$ cat src/rtl/dg_pkg.sv
// Package: shared constants and the mantissa lookup for the stepped gain stage.
// Assumes 12 gain steps per octave and mantissas with 15 fractional bits.
package dg_pkg;
    localparam int STEPS     = 12;  // half-dB steps per octave
    localparam int MANT_FRAC = 15;  // fractional bits of a mantissa
    localparam int MANT_W    = 16;  // unsigned mantissa width

    typedef logic [MANT_W-1:0] mant_t;

    // Mantissa for remainder k: round(2^15 * 2^(k/12)).
    function automatic mant_t mant_of(input int k);
        case (k)
            0:       return mant_t'(32768);
            1:       return mant_t'(34716);
            2:       return mant_t'(36781);
            3:       return mant_t'(38968);
            4:       return mant_t'(41285);
            5:       return mant_t'(43740);
            6:       return mant_t'(46341);
            7:       return mant_t'(49097);
            8:       return mant_t'(52016);
            9:       return mant_t'(55109);
            10:      return mant_t'(58386);
            default: return mant_t'(61858);
        endcase
    endfunction
endpackage

$ cat src/rtl/dg_gain_decode.sv
// Gain decoder: clamps a signed half-dB code to [CODE_MIN, CODE_MAX] and splits it
// into a mantissa (remainder within an octave) and a right-shift amount.
// Purely combinational. Assumes CODE_MIN is negative and CODE_MAX is non-negative.
module dg_gain_decode
    import dg_pkg::*;
#(
    parameter int CODE_W   = 8,
    parameter int CODE_MIN = -127,
    parameter int CODE_MAX = 48,
    parameter int SH_W     = 5
) (
    input  logic signed [CODE_W-1:0] code,
    output mant_t                    mant,
    output logic [SH_W-1:0]          shamt
);
    localparam int QBIAS = (-CODE_MIN + STEPS - 1) / STEPS;  // octaves added to make the code non-negative
    localparam int UW    = CODE_W + 2;

    logic signed [CODE_W-1:0] code_c;
    logic [UW-1:0]            biased;
    logic [UW-1:0]            octave;
    logic [UW-1:0]            remain;

    // Clamp the code to the legal range.
    always_comb begin
        if (code < CODE_MIN)      code_c = CODE_W'(CODE_MIN);
        else if (code > CODE_MAX) code_c = CODE_W'(CODE_MAX);
        else                      code_c = code;
    end

    // Split the biased code into an octave count and a remainder, then map both.
    always_comb begin
        biased = UW'(int'(code_c) + STEPS * QBIAS);
        octave = biased / UW'(STEPS);
        remain = biased % UW'(STEPS);
        mant   = mant_of(int'(remain));
        shamt  = SH_W'(MANT_FRAC + QBIAS - int'(octave));
    end
endmodule

$ cat src/rtl/dg_scale_lane.sv
// One channel of the scaler: multiplies a signed sample by an unsigned mantissa,
// rounds once at the shift point, saturates to DATA_W bits and registers the result.
// Assumes shamt is at least 1. Loads only when ld is high.
module dg_scale_lane #(
    parameter int DATA_W = 24,
    parameter int MANT_W = 16,
    parameter int SH_W   = 5
) (
    input  logic                     clk,
    input  logic                     rst_n,
    input  logic                     ld,
    input  logic signed [DATA_W-1:0] x,
    input  logic [MANT_W-1:0]        mant,
    input  logic [SH_W-1:0]          shamt,
    output logic signed [DATA_W-1:0] y,
    output logic                     clip
);
    localparam int PW = DATA_W + MANT_W + 2;
    localparam logic signed [PW-1:0] MAXV = {{(PW-DATA_W+1){1'b0}}, {(DATA_W-1){1'b1}}};
    localparam logic signed [PW-1:0] MINV = {{(PW-DATA_W+1){1'b1}}, {(DATA_W-1){1'b0}}};

    logic signed [PW-1:0]     prod, rnd, shifted;
    logic signed [DATA_W-1:0] y_d;
    logic                     clip_d;

    // Multiply, add half an LSB of the result, shift down, then saturate.
    always_comb begin
        prod    = PW'(x) * PW'($signed({1'b0, mant}));
        rnd     = prod + (PW'(1) <<< (shamt - SH_W'(1)));
        shifted = rnd >>> shamt;
        if (shifted > MAXV) begin
            y_d = MAXV[DATA_W-1:0]; clip_d = 1'b1;
        end else if (shifted < MINV) begin
            y_d = MINV[DATA_W-1:0]; clip_d = 1'b1;
        end else begin
            y_d = shifted[DATA_W-1:0]; clip_d = 1'b0;
        end
    end

    // Output register, updated only for a valid beat.
    always_ff @(posedge clk) begin
        if (!rst_n) begin
            y    <= '0;
            clip <= 1'b0;
        end else if (ld) begin
            y    <= y_d;
            clip <= clip_d;
        end
    end
endmodule

$ cat src/rtl/dg_stepped_gain.sv
// Top: stereo half-dB stepped gain. Stage 1 captures the sample pair together with the
// decoded gain of the same beat. Stage 2 (one lane per channel) scales and saturates.
// Latency is two cycles. Assumes one stereo pair per valid beat.
module dg_stepped_gain
    import dg_pkg::*;
#(
    parameter int DATA_W   = 24,
    parameter int CODE_W   = 8,
    parameter int CODE_MIN = -127,
    parameter int CODE_MAX = 48
) (
    input  logic                     clk,
    input  logic                     rst_n,
    input  logic                     in_valid,
    input  logic signed [DATA_W-1:0] in_left,
    input  logic signed [DATA_W-1:0] in_right,
    input  logic signed [CODE_W-1:0] gain_code,
    output logic                     out_valid,
    output logic signed [DATA_W-1:0] out_left,
    output logic signed [DATA_W-1:0] out_right,
    output logic                     out_clip
);
    localparam int NCH  = 2;
    localparam int SH_W = 5;

    mant_t                    dec_mant, s1_mant;
    logic [SH_W-1:0]          dec_sh, s1_sh;
    logic                     s1_valid;
    logic signed [DATA_W-1:0] s1_x   [NCH];
    logic signed [DATA_W-1:0] lane_y [NCH];
    logic [NCH-1:0]           lane_clip;

    dg_gain_decode #(
        .CODE_W(CODE_W), .CODE_MIN(CODE_MIN), .CODE_MAX(CODE_MAX), .SH_W(SH_W)
    ) u_dec (
        .code(gain_code), .mant(dec_mant), .shamt(dec_sh)
    );

    // Stage 1: capture the pair and its gain together so both channels share one setting.
    always_ff @(posedge clk) begin
        if (!rst_n) begin
            s1_valid <= 1'b0;
            s1_mant  <= '0;
            s1_sh    <= '0;
            s1_x[0]  <= '0;
            s1_x[1]  <= '0;
        end else begin
            s1_valid <= in_valid;
            if (in_valid) begin
                s1_mant <= dec_mant;
                s1_sh   <= dec_sh;
                s1_x[0] <= in_left;
                s1_x[1] <= in_right;
            end
        end
    end

    // Stage 2: one scaling lane per channel.
    for (genvar ch = 0; ch < NCH; ch++) begin : g_lane
        dg_scale_lane #(.DATA_W(DATA_W), .MANT_W(MANT_W), .SH_W(SH_W)) u_lane (
            .clk(clk), .rst_n(rst_n), .ld(s1_valid),
            .x(s1_x[ch]), .mant(s1_mant), .shamt(s1_sh),
            .y(lane_y[ch]), .clip(lane_clip[ch])
        );
    end

    // Output strobe, aligned with the lane registers.
    always_ff @(posedge clk) begin
        if (!rst_n) out_valid <= 1'b0;
        else        out_valid <= s1_valid;
    end

    assign out_left  = lane_y[0];
    assign out_right = lane_y[1];
    assign out_clip  = |lane_clip;
endmodule

$ cat config.mk
export PLATFORM = sky130hd
export DESIGN_NAME = dg_stepped_gain
export DESIGN_NICKNAME = d
export VERILOG_FILES = /design/src/rtl/dg_pkg.sv /design/src/rtl/dg_gain_decode.sv /design/src/rtl/dg_scale_lane.sv /design/src/rtl/dg_stepped_gain.sv
export SDC_FILE = /design/constraint.sdc
export NUM_CORES = 2
export LEC_CHECK = 0
export ABC_AREA = 1
export BUFFER_PORTS_ARGS = -buffer_cell sky130_fd_sc_hd__buf_4
export CORE_MARGIN = 2
export CORE_UTILIZATION = 50
export CTS_BUF_LIST = sky130_fd_sc_hd__clkbuf_4 sky130_fd_sc_hd__clkbuf_8
export CTS_CLUSTER_DIAMETER = 120
export DETAILED_ROUTE_END_ITERATION = 16
export GPL_ROUTABILITY_DRIVEN = 1
export HOLD_SLACK_MARGIN = 0.08
export MAX_ROUTING_LAYER = met4
export PLACE_DENSITY = 0.66
export REMOVE_ABC_BUFFERS = 1
export SYNTH_ARGS = -nofsm -noshare
export SYNTH_HDL_FRONTEND = slang
export SYNTH_SLANG_ARGS = --single-unit
$ cat constraint.sdc
create_clock -name clk -period 9.2 [get_ports clk]
set_input_delay 1.84 -clock clk [delete_from_list [all_inputs] [get_ports clk]]
set_output_delay 1.84 -clock clk [all_outputs]
set_load 0.02 [all_outputs]
==> impl_results.md <==
- Die H: 305 um
- Initial antenna violation count: 2
- Congestion Overflow GR: 0
- CTS Buffer Depth: 2
- Startpoint types: flop
- 1st-pass router iterations: 7
- Post-synth EDFFs: 48
- Routed Antenna Nets: 0
- Drt total wl: 142000 um
- Nets: 8041
- Filler cells: 8957
- Reg clk slew, reported paths: ~0.090 ns
- Routed vias/inst: 5.17
- First-pass GRT wire length: 228000 um
- Setup violators final: 0
- Slew headroom: 18.3%
- Register area share after synthesis: under 10%
- Maximum clock rate: about 0.11 GHz
- Post-route DRC violation count: 0
- Synth unique cells: 61
- DP Area: between 40000 and 50000 um2
- DP Wirelength: approximately 120000 um
- Final worst path period share: 99.9%
- Ys flop type: dfxtp_1
- Slowest stage delay, CP: 0.57 ns
- Maxcap violations: 0
- Ys async rst share: 0%
- Worst Setup Path Type: reg -> reg
- Routed wire per std cell: 17.4 um
- Port Buffer Count: 108
- Status: finished clean
- Core ar.: 90000 um2
- Commonest non-fill, non-tap cell in the layout: nand2_1
- Later-pin clock latency in the skew report: 0.62 ns
- Post-route cell area: between 50000 and 60000 um2
- Max Transition Viols Final: 0
- Footprint of the multi-input gates: 35400 um2
- Number of I/O pins: between 100 and 150
- Clk sinks: about 120
- Critical Path Sink Type: flop
- Ys Warns: 0
- Final hold viol count: 0
- Gpl congestion: about 1
- CTS Root Cell: clkbuf_8
- DR iter-0 viols: 3584
- Fraction of layout cells with a size suffix above 1: 10.4%
- Hold Path Class: reg -> reg
- Slowest CP cell: fa_1
- Placed Cells: 8047
- Worst-path maximum fanout: 24
- Core Util, Final: between 50% and 60%
- H-tree Lvls: 4
- Mapped Area: ~45000 um2
- Seq. cell area: 2950 um2
- Starting density of the core: 50.4%
- Tot GR Track Use: approximately 32%
- Least-Margin Pin Slew: 1.22 ns
- Die area: 93200 um2
- CTS tree: built
- Minimum clock period: a little over 9 ns
- Die width: 305 um
- Post-Layout Cell Count: 8144
- Post-synthesis register bit count: 121
- TritonCTS Buffers: 17
- Number of global-route vias before repair: 42.6k
- CP required: around 9.7 ns
- Critical path arrival: a little under 10 ns
- RSZ-0062 raised after global routing: true
- Num rows: 110
- Layout area overhead: 11.2%
- Largest net degree at the start of global routing: 86
- Post-Synthesis Cells: between 6k and 7k
- Routed via count: around 42k
- Most used cell, CP: nand2_1
- Clock Skew: about 0.033 ns
- Syn Area/Cell: 6.70 um2
- Most frequent cells in the layout: nand2_1, inv_1, fa_1
## Yosys cell counts (all sizes together) (2+ instances only)
library cell | number | share of area (%)
and3 | 7 | 0.096
a31oi | 27 | 0.37
a21boi | 3 | 0.050
o21a | 4 | 0.066
o221ai | 10 | 0.19
a221o | 2 | 0.044
a211oi | 3 | 0.050
and2 | 5 | 0.072
buf | 78 | 0.88
clkinv | 7 | 0.058
o21ai | 211 | 2.3
ha | 276 | 7.6
o211ai | 7 | 0.12
or2 | 15 | 0.21
clkbuf | 216 | 1.8
mux2i | 11 | 0.24
nor3 | 24 | 0.26
xor2 | 79 | 1.5
nand3 | 465 | 5.3
nor2 | 396 | 3.5
a21o | 12 | 0.20
a21oi | 183 | 2.1
edfxtp | 48 | 3.2
nand2 | 2046 | 17
o21bai | 13 | 0.24
o22ai | 3 | 0.041
nand4 | 30 | 0.44
dfxtp | 73 | 3.2
xnor2 | 48 | 0.94
nand3b | 7 | 0.12
nor4 | 8 | 0.12
fa | 756 | 33
inv | 1694 | 14
## timing repair
action | CTS | global route
pin swaps | 1 | 33
setup endpoints to repair | 48 | 48
gates resized for setup | 8 | 113
hold buffers | 0 | 0
setup buffers | 14 | 41
cloned | 0 | 5
## per-layer routing
layer / wire length, um / part of all wire (%) / global-route usage (%)
met2: 65600 / 46 / 51.3
met4: 5070 / 3.6 / 11.0
met1: 61700 / 44 / 42.3
met3: 9270 / 6.5 / 4.13
met5: 0 / 0 / -
## metrics by stage
| stage | setup WS (ns) | setup TNS (ns) | hold slack [ns] |
|---|---|---|---|
| 3_3_place_gp | -0.0981 | -3.75 | 0.457 |
| 2_1_floorplan | 0.174 | 0 | 0.482 |
| 5_1_grt | -0.486 | -16.74 | 0.495 |
| 3_5_place_dp | -0.189 | -6.14 | 0.461 |
| 6_report | 0.00936 | 0 | 0.470 |
| 4_1_cts | -0.00158 | -0.00192 | 0.472 |
## worst max-delay path: cells and delay by family (launching register included)
kind	cells	cell delay, ns
xor+xnor	1	0.20
compound gates	7	0.97
simple gates	26	2.51
buf+inv	13	1.24
flops	1	0.40
fa+ha+maj	8	3.74
## sequential cells by signal, summed over array words and instances (netlist names)
| register | cells |
|---|---|
| g_lane.u_lane.clip | 2 |
| g_lane.u_lane.y | 48 |
| out_valid | 1 |
| s1_mant | 16 |
| s1_sh | 5 |
| s1_valid | 1 |
| s1_x | 48 |
## area by class of cell
cell class	count	share of cell area, %
multi-input cells	4660	70.2
inverters	1701	12.7
diodes	6	0.0297
clock buffers	23	0.578
clock inverters	8	0.186
well taps	1176	2.91
flip-flops and latches	121	5.83
repair buffers	449	7.65
## worst paths after layout
path / start / end / slack (ns) / cells past startpoint
worst min-delay path: g_lane[1].u_lane.y[23] / g_lane[1].u_lane.y[23] / 0.47 / 2
worst max-delay path: s1_x[0][6] / g_lane[0].u_lane.y[3] / 0.009 / 55
worst min register to register: g_lane[1].u_lane.y[23] / g_lane[1].u_lane.y[23] / 0.47 / 2
worst max register to register: s1_x[0][6] / g_lane[0].u_lane.y[3] / 0.009 / 55
## logic make-up (layout without fill, tap and decap cells)
| logic type | Yosys count | count (layout) | share of synthesized area, % |
|---|---|---|---|
| other cells | 0 | 6 | 0 |
| mux | 11 | 11 | 0.243 |
| compound gates | 483 | 483 | 5.86 |
| simple gates | 3004 | 3007 | 27.3 |
| buf+inv | 1995 | 2181 | 16.7 |
| xor+xnor | 127 | 127 | 2.48 |
| fa+ha+maj | 1032 | 1032 | 41.0 |
| flops | 121 | 121 | 6.40 |
Power is not shown: default switching activity piles up to over one toggle a cycle in this logic, so the estimate is an artifact.
